--- config.mk ---
export PLATFORM = sky130hd
export DESIGN_NAME = dclk_capture
export DESIGN_NICKNAME = d
export VERILOG_FILES = /design/src/rtl/dclk_pkg.sv /design/src/rtl/dclk_phase_gen.sv /design/src/rtl/dclk_pin_out.sv /design/src/rtl/dclk_word_latch.sv /design/src/rtl/dclk_capture.sv
export SDC_FILE = /design/constraint.sdc
export NUM_CORES = 1
export LEC_CHECK = 0
export CORE_ASPECT_RATIO = 0.9
export CORE_MARGIN = 1
export CORE_UTILIZATION = 39
export CTS_CLUSTER_SIZE = 28
export DETAILED_ROUTE_END_ITERATION = 12
export DONT_BUFFER_PORTS = 1
export GPL_TIMING_DRIVEN = 1
export PLACE_DENSITY_LB_ADDON = 0.25
export SYNTH_ARGS = -nofsm -noshare
export SYNTH_HDL_FRONTEND = slang
export SYNTH_HIERARCHICAL = 1
export SYNTH_SLANG_ARGS = --single-unit
--- constraint.sdc ---
create_clock -name clk_i -period 2.4 [get_ports clk_i]
set_input_delay 0.48 -clock clk_i [delete_from_list [all_inputs] [get_ports clk_i]]
set_output_delay 0.48 -clock clk_i [all_outputs]
set_load 0.01 [all_outputs]
--- src/rtl/dclk_pkg.sv ---
package dclk_pkg;
  parameter int unsigned DEF_WORD_W = 18;
  parameter int unsigned DEF_DIV    = 4;

  function automatic int unsigned ph_width(input int unsigned div);
    return (div <= 2) ? 1 : $clog2(div);
  endfunction
endpackage

--- src/rtl/dclk_phase_gen.sv ---
module dclk_phase_gen #(
  parameter int unsigned DIV  = dclk_pkg::DEF_DIV,
  parameter int unsigned PH_W = dclk_pkg::ph_width(DIV)
) (
  input  logic            clk_i,
  input  logic            rst_ni,
  output logic [PH_W-1:0] ph_q_o,
  output logic [PH_W-1:0] ph_d_o,
  output logic            lvl_d_o
);
  localparam logic [PH_W-1:0] LAST_PH = PH_W'(DIV - 1);
  localparam logic [PH_W-1:0] HALF_PH = PH_W'(DIV / 2);

  logic [PH_W-1:0] ph_q, ph_d;

  always_comb begin
    ph_d = (ph_q == LAST_PH) ? '0 : ph_q + 1'b1;
  end

  always_ff @(posedge clk_i or negedge rst_ni) begin
    if (!rst_ni) ph_q <= '0;
    else         ph_q <= ph_d;
  end

  // Upper half of the period is the high level.
  assign lvl_d_o = (ph_d >= HALF_PH);
  assign ph_q_o  = ph_q;
  assign ph_d_o  = ph_d;


  wrap_chk: assert property (@(posedge clk_i) disable iff (!rst_ni)
    (ph_q == LAST_PH) |=> (ph_q == '0));

  step_chk: assert property (@(posedge clk_i) disable iff (!rst_ni)
    (ph_q != LAST_PH) |=> (ph_q == $past(ph_q) + 1'b1));
endmodule

--- src/rtl/dclk_pin_out.sv ---
module dclk_pin_out (
  input  logic clk_i,
  input  logic rst_ni,
  input  logic lvl_d_i,
  input  logic en_i,
  input  logic inv_i,
  output logic pin_o
);
  logic pin_q;

  always_ff @(posedge clk_i or negedge rst_ni) begin
    if (!rst_ni) pin_q <= 1'b0;
    else         pin_q <= en_i & (lvl_d_i ^ inv_i);
  end

  assign pin_o = pin_q;


  pin_off_chk: assert property (@(posedge clk_i) disable iff (!rst_ni)
    !en_i |=> !pin_o);
endmodule

--- src/rtl/dclk_word_latch.sv ---
module dclk_word_latch #(
  parameter int unsigned WORD_W = dclk_pkg::DEF_WORD_W,
  parameter int unsigned DIV    = dclk_pkg::DEF_DIV,
  parameter int unsigned PH_W   = dclk_pkg::ph_width(DIV)
) (
  input  logic              clk_i,
  input  logic              rst_ni,
  input  logic [PH_W-1:0]   ph_q_i,
  input  logic [PH_W-1:0]   ph_d_i,
  input  logic              inv_i,
  input  logic [WORD_W-1:0] data_i,
  output logic [WORD_W-1:0] word_o,
  output logic              valid_o
);
  localparam logic [PH_W-1:0] HALF_PH = PH_W'(DIV / 2);

  logic              cap;
  logic [WORD_W-1:0] word_q;
  logic              vld_q;

  // Capture on the edge where the (possibly inverted) pin rises.
  assign cap = inv_i ? (ph_d_i == '0) : (ph_d_i == HALF_PH);

  always_ff @(posedge clk_i or negedge rst_ni) begin
    if (!rst_ni) begin
      word_q <= '0;
      vld_q  <= 1'b0;
    end else begin
      vld_q <= cap;
      if (cap) word_q <= data_i;
    end
  end

  assign word_o  = word_q;
  assign valid_o = vld_q;


  strobe_pulse_chk: assert property (@(posedge clk_i) disable iff (!rst_ni)
    valid_o |=> !valid_o);

  word_hold_chk: assert property (@(posedge clk_i) disable iff (!rst_ni)
    !valid_o |-> $stable(word_o));

  cap_phase_chk: assert property (@(posedge clk_i) disable iff (!rst_ni)
    (valid_o && !$past(inv_i)) |-> (ph_q_i == HALF_PH));

  cap_phase_inv_chk: assert property (@(posedge clk_i) disable iff (!rst_ni)
    (valid_o && $past(inv_i)) |-> (ph_q_i == '0));
endmodule

--- src/rtl/dclk_capture.sv ---
module dclk_capture #(
  parameter int unsigned WORD_W = dclk_pkg::DEF_WORD_W,
  parameter int unsigned DIV    = dclk_pkg::DEF_DIV
) (
  input  logic              clk_i,
  input  logic              rst_ni,
  input  logic [WORD_W-1:0] par_data_i,
  input  logic              inv_i,
  input  logic              en_i,
  output logic              dclk_o,
  output logic [WORD_W-1:0] word_o,
  output logic              valid_o
);
  localparam int unsigned PH_W = dclk_pkg::ph_width(DIV);

  logic [PH_W-1:0] ph_q, ph_d;
  logic            lvl_d;

  dclk_phase_gen #(.DIV(DIV), .PH_W(PH_W)) u_phase (
    .clk_i   (clk_i),
    .rst_ni  (rst_ni),
    .ph_q_o  (ph_q),
    .ph_d_o  (ph_d),
    .lvl_d_o (lvl_d)
  );

  dclk_pin_out u_pin (
    .clk_i   (clk_i),
    .rst_ni  (rst_ni),
    .lvl_d_i (lvl_d),
    .en_i    (en_i),
    .inv_i   (inv_i),
    .pin_o   (dclk_o)
  );

  dclk_word_latch #(.WORD_W(WORD_W), .DIV(DIV), .PH_W(PH_W)) u_latch (
    .clk_i   (clk_i),
    .rst_ni  (rst_ni),
    .ph_q_i  (ph_q),
    .ph_d_i  (ph_d),
    .inv_i   (inv_i),
    .data_i  (par_data_i),
    .word_o  (word_o),
    .valid_o (valid_o)
  );

  // an enabled capture coincides with the pin's high level
  pin_at_cap_chk: assert property (@(posedge clk_i) disable iff (!rst_ni)
    (valid_o && $past(en_i)) |-> dclk_o);
endmodule

Word-level counts from Yosys, hierarchy flattened. Cells that the tools add are included.

Bitwise logic cells: 2. Add/sub/neg operators: 1. Muxes and demuxes: 2. Reductions and logical operators: 1. Equality and inequality tests: 2. $lt $le $gt $ge: 1.

Operators by type and width (count): $eq 2x2->1 const B (2); $add 2x1->2 const B (1); $ge 2x2->1 const B (1); $logic_not 2->1 (1); $mux 2 (1); $and 1x1->1 (1); $mux 1 (1); $xor 1x1->1 (1).

Logic and storage cells: 13. Register bits: 22. Output and inout bits: 20. Input port bits: 22.

Longest topological paths before layout. Gate-level depths: netlist of run 1.

Word-level depth: 5. Mapped depth: 6. Gate-level depth less buffers: 4.

Modules after synthesis. The synthesis of run 1 kept the hierarchy.

Modules (own cells, without submodules): dclk_word_latch (cells an instance 40, area an instance 752.0 um^2, sequential area each 475.5 um^2, instances 1); dclk_phase_gen (cells an instance 5, area an instance 73.8 um^2, sequential area each 50.0 um^2, instances 1); dclk_pin_out (cells an instance 3, area an instance 40.0 um^2, sequential area each 25.0 um^2, instances 1).

Least setup slack after synthesis of run 1. No wires, ideal clock.

Path kind: register to register. From: register u_phase.ph_q[0] (netlist: u_phase/ph_q_o[0]). To: register u_latch.word_q[10] (netlist: u_latch/word_o[10]). Buffers on the path: 2. Setup slack: 616 ps. Stages on the path, launching flop included: 7. Required time: 2275 ps. Data arrival time: 1659 ps. Clock period less this slack: 1784 ps. Library setup time: 125 ps. Cell sequence: dfrtp_1 > ha_1 > buf_4 > xnor2_1 > nor2_4 > buf_12 > mux2_4.

Longest elaborated chain between the ends: 4. Elaborated cells on any way between the ends: 6. Classes of those cells: 1 x add/sub; 2 x eq/ne; 2 x mux; 1 x reduce/logical.

Ends and longest elaborated chain: start, declared (line dclk_phase_gen.sv:14) `logic [PH_W-1:0] ph_q, ph_d;`; start signal, assigned (line dclk_phase_gen.sv:22) `else ph_q <= ph_d;`; $add 2x1->2 / $eq 2x2->1 (equally long branches) (line dclk_phase_gen.sv:17) `ph_d = (ph_q == LAST_PH) ? '0 : ph_q + 1'b1;`; $mux 2 * (line dclk_phase_gen.sv:17); net ph_d[1] (line dclk_capture.sv:16) `logic [PH_W-1:0] ph_q, ph_d;`; $eq 2x2->1 / $logic_not 2->1 (equally long branches) (line dclk_word_latch.sv:22) `assign cap = inv_i ? (ph_d_i == '0) : (ph_d_i == HALF_PH);`; $mux 1 * (line dclk_word_latch.sv:22); net u_latch.cap (line dclk_word_latch.sv:17) `logic cap;`; end signal, assigned (line dclk_word_latch.sv:30) `if (cap) word_q <= data_i;`; end, declared (line dclk_word_latch.sv:18) `logic [WORD_W-1:0] word_q;`.

The timed path passes the listed nets; every way through them passes the cells marked *. A chain may end at the register's enable or synchronous reset.

Final worst setup path of run 1.
From: register u_phase.ph_q[0] (netlist: u_phase/ph_q_o[0]). To: register u_latch.word_q[15] (netlist: u_latch/word_o[15]).

Longest elaborated chain between the ends: 4. Elaborated cells on any way between the ends: 6. Classes of those cells: 1 x add/sub; 2 x eq/ne; 2 x mux; 1 x reduce/logical.

Ends and longest elaborated chain (line): $add 2x1->2 / $eq 2x2->1 (equally long branches) (dclk_phase_gen.sv:17); $mux 2 * (dclk_phase_gen.sv:17); $eq 2x2->1 / $logic_not 2->1 (equally long branches) (dclk_word_latch.sv:22); $mux 1 * (dclk_word_latch.sv:22).

Mark *: on every way between the ends. The rest lies on a longest branch, timed or not.

==> impl_metrics.env, run 1 <==
export IMPL_status="complete, no violations"
export IMPL_p_per_area_nw_per_um2=829.7
export IMPL_viasPerCell=5.312
export IMPL_htree_num_levels=1
export IMPL_slew_headroom=0.3808
export IMPL_cts_root_buffer="clkbuf_4"
export IMPL_yosys_warnings=6
export IMPL_crit_type="flop to flop"
export IMPL_fin_total_pwr_w=0.0007796
export IMPL_arrival_ns=1.98
export IMPL_synthTopCellsByArea="dfrtp_1 (64%), mux2_4 (16%), mux2_2 (12%), buf_12 (2.3%), ha_1 (1.4%)"
export IMPL_cts_hold_buf=1
export IMPL_async_flop_share=1.000
export IMPL_cts_tree="done"
export IMPL_layout_area_overhead_vs_synth_pct=8.526
export IMPL_die_w_um=51.67
export IMPL_yosys_area_top_type_share=0.6358
export IMPL_grt_setup_unrepaired="no"
export IMPL_synth_edf_count=0
export IMPL_worst_hold_slack_ns=0.3037
export IMPL_start_util=0.4312
export IMPL_num_vias=409
export IMPL_hold_viol=0
export IMPL_post_route_min_period_ns=1.786
export IMPL_worst_slew_pin_slew_ns=0.9258
export IMPL_tns_ns=0
export IMPL_ctsResizeCount=0
export IMPL_layout_nets=76
export IMPL_gr_usage_all_layers=0.1273
export IMPL_antenna_found_initial=0
export IMPL_ys_flop_type="dfrtp_1"
export IMPL_path_max_fanout=19
export IMPL_grt_max_degree=23
export IMPL_drtPass1Iterations=2
export IMPL_maxCapViolations=0
export IMPL_numCtsBuffers=3
export IMPL_synth_seq_cells=22
export IMPL_antenna_left=0
export IMPL_drive_gt1_frac=0.4615
export IMPL_die_h_um=46.70
export IMPL_cts_sinks=22
export IMPL_die_area_um2=2413
export IMPL_avgSynthCellArea_um2=18.04
export IMPL_clock_skew_ns=0.008794
export IMPL_startpoint_type="flop"
export IMPL_pre_cts_slack_ns=0.6065
export IMPL_crit_path_end_kind="flop"
export IMPL_post_cts_buffers=0
export IMPL_ys_types=11
export IMPL_clock_latency_ns=0.30
export IMPL_required_ns=2.59
export IMPL_routedWlPerCell_um=17.40
export IMPL_core_um2=2008
export IMPL_gp_congestion=0.6275
export IMPL_port_buffers=0
export IMPL_layout_setup_ws_ns=0.6137
export IMPL_drc_errors=0
export IMPL_setup_viol=0
export IMPL_fmax_mhz=559.8
export IMPL_finalCritPeriodShare=0.7443
export IMPL_hp_class="input pin to flop"
export IMPL_synth_commonest_cells="dfrtp_1 (22), mux2_2 (9), mux2_4 (9)"
export IMPL_ios=42
export IMPL_clock_path_buffers=2
export IMPL_antenna_cells=0
export IMPL_clk_pin_slew_ns=0.11
export IMPL_yosys_area_top_type="dfrtp_1"
export IMPL_ir_drop_uv=415.1
export IMPL_drt_wl_total_um=1340
export IMPL_synth_most_common_cell="dfrtp_1"
export IMPL_syn_inst=48
export IMPL_grt_pass1_vias=461
export IMPL_nFillCells=169
export IMPL_rows=15
export IMPL_grt_overflow=0
export IMPL_synth_area_um2=865.8
export IMPL_final_max_slew_violation_count=0
export IMPL_yosysSeqAreaShare=0.6358
export IMPL_dr_first_iter_drc_count=3
export IMPL_power_leakage_nw=0.4307
export IMPL_r2r_slack_ns=0.61
export IMPL_syn_nets=71
export IMPL_grt_first_pass_wirelength_um=2042
==> cell usage in the layout, fill, tap and decap left out, drive strengths merged <==
| cell type | count |
|---|---|
| and2 | 1 |
| nor2 | 2 |
| dlygate4sd3 | 1 |
| dfrtp | 22 |
| clkbuf | 3 |
| bufinv | 1 |
| xor2 | 1 |
| mux2 | 18 |
| ha | 1 |
| xnor2 | 1 |
| buf | 1 |
==> per-stage QoR <==
stage / instance area [um2] / utilization / instances
floorplan: 865.8 / - / 48
global placement: 877.1 / 0.4368 / 72
detailed placement: 877.1 / 0.4368 / 72
CTS: 939.7 / 0.4679 / 77
global route: 939.7 / 0.4679 / 77
finish: 939.7 / 0.4679 / 77
==> path summary, 6_finish.rpt <==
check / endpoint / cells after the start / startpoint
worst max-delay path: u_latch/word_o[15]$_DFFE_PN0P_ / 5 / u_phase/ph_q_o[0]$_DFF_PN0_
worst min-delay path: u_pin/pin_o$_DFF_PN0_ / 1 / en_i
worst max register to register: u_latch/word_o[15]$_DFFE_PN0P_ / 5 / u_phase/ph_q_o[0]$_DFF_PN0_
worst min register to register: u_phase/ph_q_o[0]$_DFF_PN0_ / 1 / u_phase/ph_q_o[0]$_DFF_PN0_
max in group asynchronous: u_phase/ph_q_o[1]$_DFF_PN0_ / 1 / rst_ni
min in group asynchronous: u_latch/word_o[1]$_DFFE_PN0P_ / 1 / rst_ni
==> power by group <==
group	switching [W]	internal, W	total (W)
registers	0.0000363	0.000402	0.000438
logic	0.0000227	0.0000397	0.0000623
clock network	0.000110	0.000169	0.000279
==> flip-flops by register name (all words and copies together), names as in the netlist <==
register,cells
u_latch/word_o,18
u_pin/pin_o,1
u_latch/valid_o,1
u_phase/ph_q_o,2
==> worst max-delay path, cell delays in order, from the launching register on <==
cell and delay, ns:
dfrtp_1 0.39, ha_1 0.34, xnor2_1 0.19, nor2_4 0.09, buf_4 0.29, mux2_2 0.38
==> per-layer routing <==
metal	global-route usage	up-vias	share of wire
met4	0.08108	0	0.0090
met3	0.04620	2	0.086
met5	0	-	0
met2	0.2104	29	0.49
met1	0.1426	207	0.42
li1	-	171	-
==> cells by family after synthesis <==
| family | count (synthesis) | share of synthesized area |
|---|---|---|
| XOR/XNOR | 2 | 0.02023 |
| buffers and inverters | 2 | 0.03180 |
| adder cells (fa/ha/maj) | 1 | 0.01445 |
| AND/OR/NAND/NOR | 3 | 0.02457 |
| flip-flops | 22 | 0.6358 |
| multiplexers | 18 | 0.2731 |
==> area by class of cell <==
| type | instances | area, um2 | area share |
|---|---|---|---|
| Clock buffer | 3 | 22.52 | 0.02397 |
| Clock inverter | 1 | 30.03 | 0.03196 |
| Multi-Input combinational cell | 24 | 287.8 | 0.3063 |
| Sequential cell | 22 | 550.5 | 0.5859 |
| Tap cell | 25 | 31.28 | 0.03329 |
| Timing Repair Buffer | 2 | 17.52 | 0.01864 |
Power figures use the tool's default switching activity.
==> inputs of run 2 (changes only) <==
==> constraint.sdc (replaced) <==
create_clock -name clk_i -period 1.85 [get_ports clk_i]
set_input_delay 0.37 -clock clk_i [delete_from_list [all_inputs] [get_ports clk_i]]
set_output_delay 0.37 -clock clk_i [all_outputs]
set_load 0.01 [all_outputs]
==> impl_metrics.env, run 2 (same netlist as run 1, synthesis figures left out) <==
export IMPL_p_per_area_nw_per_um2=964.5
export IMPL_maxCapViolations=0
export IMPL_combPwrFrac=0.093
export IMPL_post_route_min_period_ns=1.681
export IMPL_rows=15
export IMPL_setup_viol=0
export IMPL_antenna_left=0
export IMPL_drc_errors=0
export IMPL_nFillCells=167
export IMPL_finalCritPeriodShare=0.9088
export IMPL_clock_path_buffers=2
export IMPL_slowest_delay_ns=0.40
export IMPL_cts_sinks=22
export IMPL_num_vias=396
export IMPL_sw_frac_of_total=0.2295
export IMPL_die_w_um=51.67
export IMPL_start_util=0.4312
export IMPL_drive_gt1_frac=0.4615
export IMPL_antenna_found_initial=0
export IMPL_largest_register_ffs=18
export IMPL_slew_headroom=0.3724
export IMPL_hp_class="input pin to flop"
export IMPL_drtPass1Iterations=2
export IMPL_regArea_um2=550.5
export IMPL_die_area_um2=2413
export IMPL_crit_chain="ha_1, xnor2_1, nor2_4, buf_12, mux2_2"
export IMPL_gr_usage_all_layers=0.1236
export IMPL_crit_path_end_kind="flop"
export IMPL_status="complete, no violations"
export IMPL_die_h_um=46.70
export IMPL_crit_type="flop to flop"
export IMPL_worst_slew_pin_slew_ns=0.9384
export IMPL_power_leakage_nw=0.4284
export IMPL_numCtsBuffers=3
export IMPL_p_sw_w=0.0002071
export IMPL_cp_slowest_cell="dfrtp_1"
export IMPL_cts_root_buffer="clkbuf_4"
export IMPL_ios=42
export IMPL_layout_commonest_cell="dfrtp_1"
export IMPL_core_um2=2008
export IMPL_fin_total_pwr_w=0.0009026
export IMPL_routedWlPerCell_um=16.70
export IMPL_clockPowerShare=0.278
export IMPL_cts_tree="done"
export IMPL_viasPerCell=5.143
export IMPL_clock_skew_ns=0.003032
export IMPL_drt_wl_total_um=1286
export IMPL_antenna_cells=0
export IMPL_p_seq_frac=0.629
export IMPL_clk_pin_slew_ns=0.11
export IMPL_layout_nets=76
export IMPL_startpoint_type="flop"
export IMPL_dr_first_iter_drc_count=2
export IMPL_fmax_mhz=594.8
export IMPL_intPower_w=0.0006955
export IMPL_path_max_fanout=19
export IMPL_hold_viol=0
export IMPL_clock_latency_ns=0.29
export IMPL_grt_pass1_vias=452
export IMPL_grt_setup_unrepaired="no"
export IMPL_final_max_slew_violation_count=0
export IMPL_required_ns=2.04
export IMPL_ir_drop_uv=492.3
export IMPL_arrival_ns=1.87
export IMPL_post_cts_buffers=0
export IMPL_multi_input_area_um2=287.8
export IMPL_gp_congestion=0.6294
export IMPL_grt_first_pass_wirelength_um=2007
export IMPL_layout_area_overhead_vs_synth_pct=8.093
export IMPL_grt_max_degree=23
export IMPL_final_cell_mix="dfrtp_1 (22), mux2_4 (9), mux2_2 (9)"
export IMPL_r2r_slack_ns=0.17
export IMPL_tns_ns=0
export IMPL_htree_num_levels=1
export IMPL_port_buffers=0
export IMPL_grt_overflow=0
export IMPL_ctsResizeCount=0
-- run 2: layout make-up --
cell class / count / area share
clock buffer: 4 / 0.03877
multi-input combinational: 24 / 0.3075
sequential: 22 / 0.5882
tap: 25 / 0.03342
timing repair buffer: 2 / 0.03209
-- run 2: path summary, 6_finish.rpt --
check	start	endpoint	cells after the start
worst max-delay path	u_phase/ph_q_o[0]$_DFF_PN0_	u_latch/word_o[0]$_DFFE_PN0P_	5
max in group asynchronous	rst_ni	u_latch/word_o[7]$_DFFE_PN0P_	1
min in group asynchronous	rst_ni	u_latch/word_o[15]$_DFFE_PN0P_	1
worst min-delay path	en_i	u_pin/pin_o$_DFF_PN0_	1
worst min register to register	u_phase/ph_q_o[0]$_DFF_PN0_	u_phase/ph_q_o[0]$_DFF_PN0_	1
worst max register to register	u_phase/ph_q_o[0]$_DFF_PN0_	u_latch/word_o[0]$_DFFE_PN0P_	5
-- run 2: critical path, delay by kind of cell, from the launching register on --
kind,cells,cell delay (ns)
xor gates and xnor gates,1,0.18
adders and majority gates,1,0.34
and+or+nand+nor,1,0.12
buffers and inverters,1,0.17
muxes,1,0.35
DFF,1,0.40
-- run 2: metal layers --
metal  vias up  GRT usage  share of wire
li1        173          -              -
met1       193     0.1294           0.41
met2        30     0.2156           0.48
met3         0    0.07261           0.11
met4         0    0.03243              0
met5         -          0              0
-- run 2: what timing repair did --
item                                    4_1_cts  5_1_grt
endpoints found under the setup margin        0        0
hold buffers                                  1        0
hold endpoints to repair                     22        0
-- run 2: through the flow --
step	utilization	instances	hold WS, ns	setup WS [ns]	area, um2
after global routing	0.4660	77	0.1677	0.1029	935.9
after floorplan	-	48	0.07441	0.06615	865.8
after CTS	0.4660	77	0.1804	0.1566	935.9
final	0.4660	77	0.1921	0.1688	935.9
after detailed placement	0.4430	72	0.07494	0.1728	889.6
after global placement	0.4430	72	0.07487	0.2387	889.6
-- run 2: power groups by stage --
stage               Combinational, W  Clock [W]  Sequential, W
floorplan                  0.0000678          0       0.000570
global placement           0.0000714          0       0.000578
detailed placement         0.0000762          0       0.000578
CTS                        0.0000868   0.000265       0.000569
global route               0.0000928   0.000283       0.000575
finish                     0.0000843   0.000250       0.000568
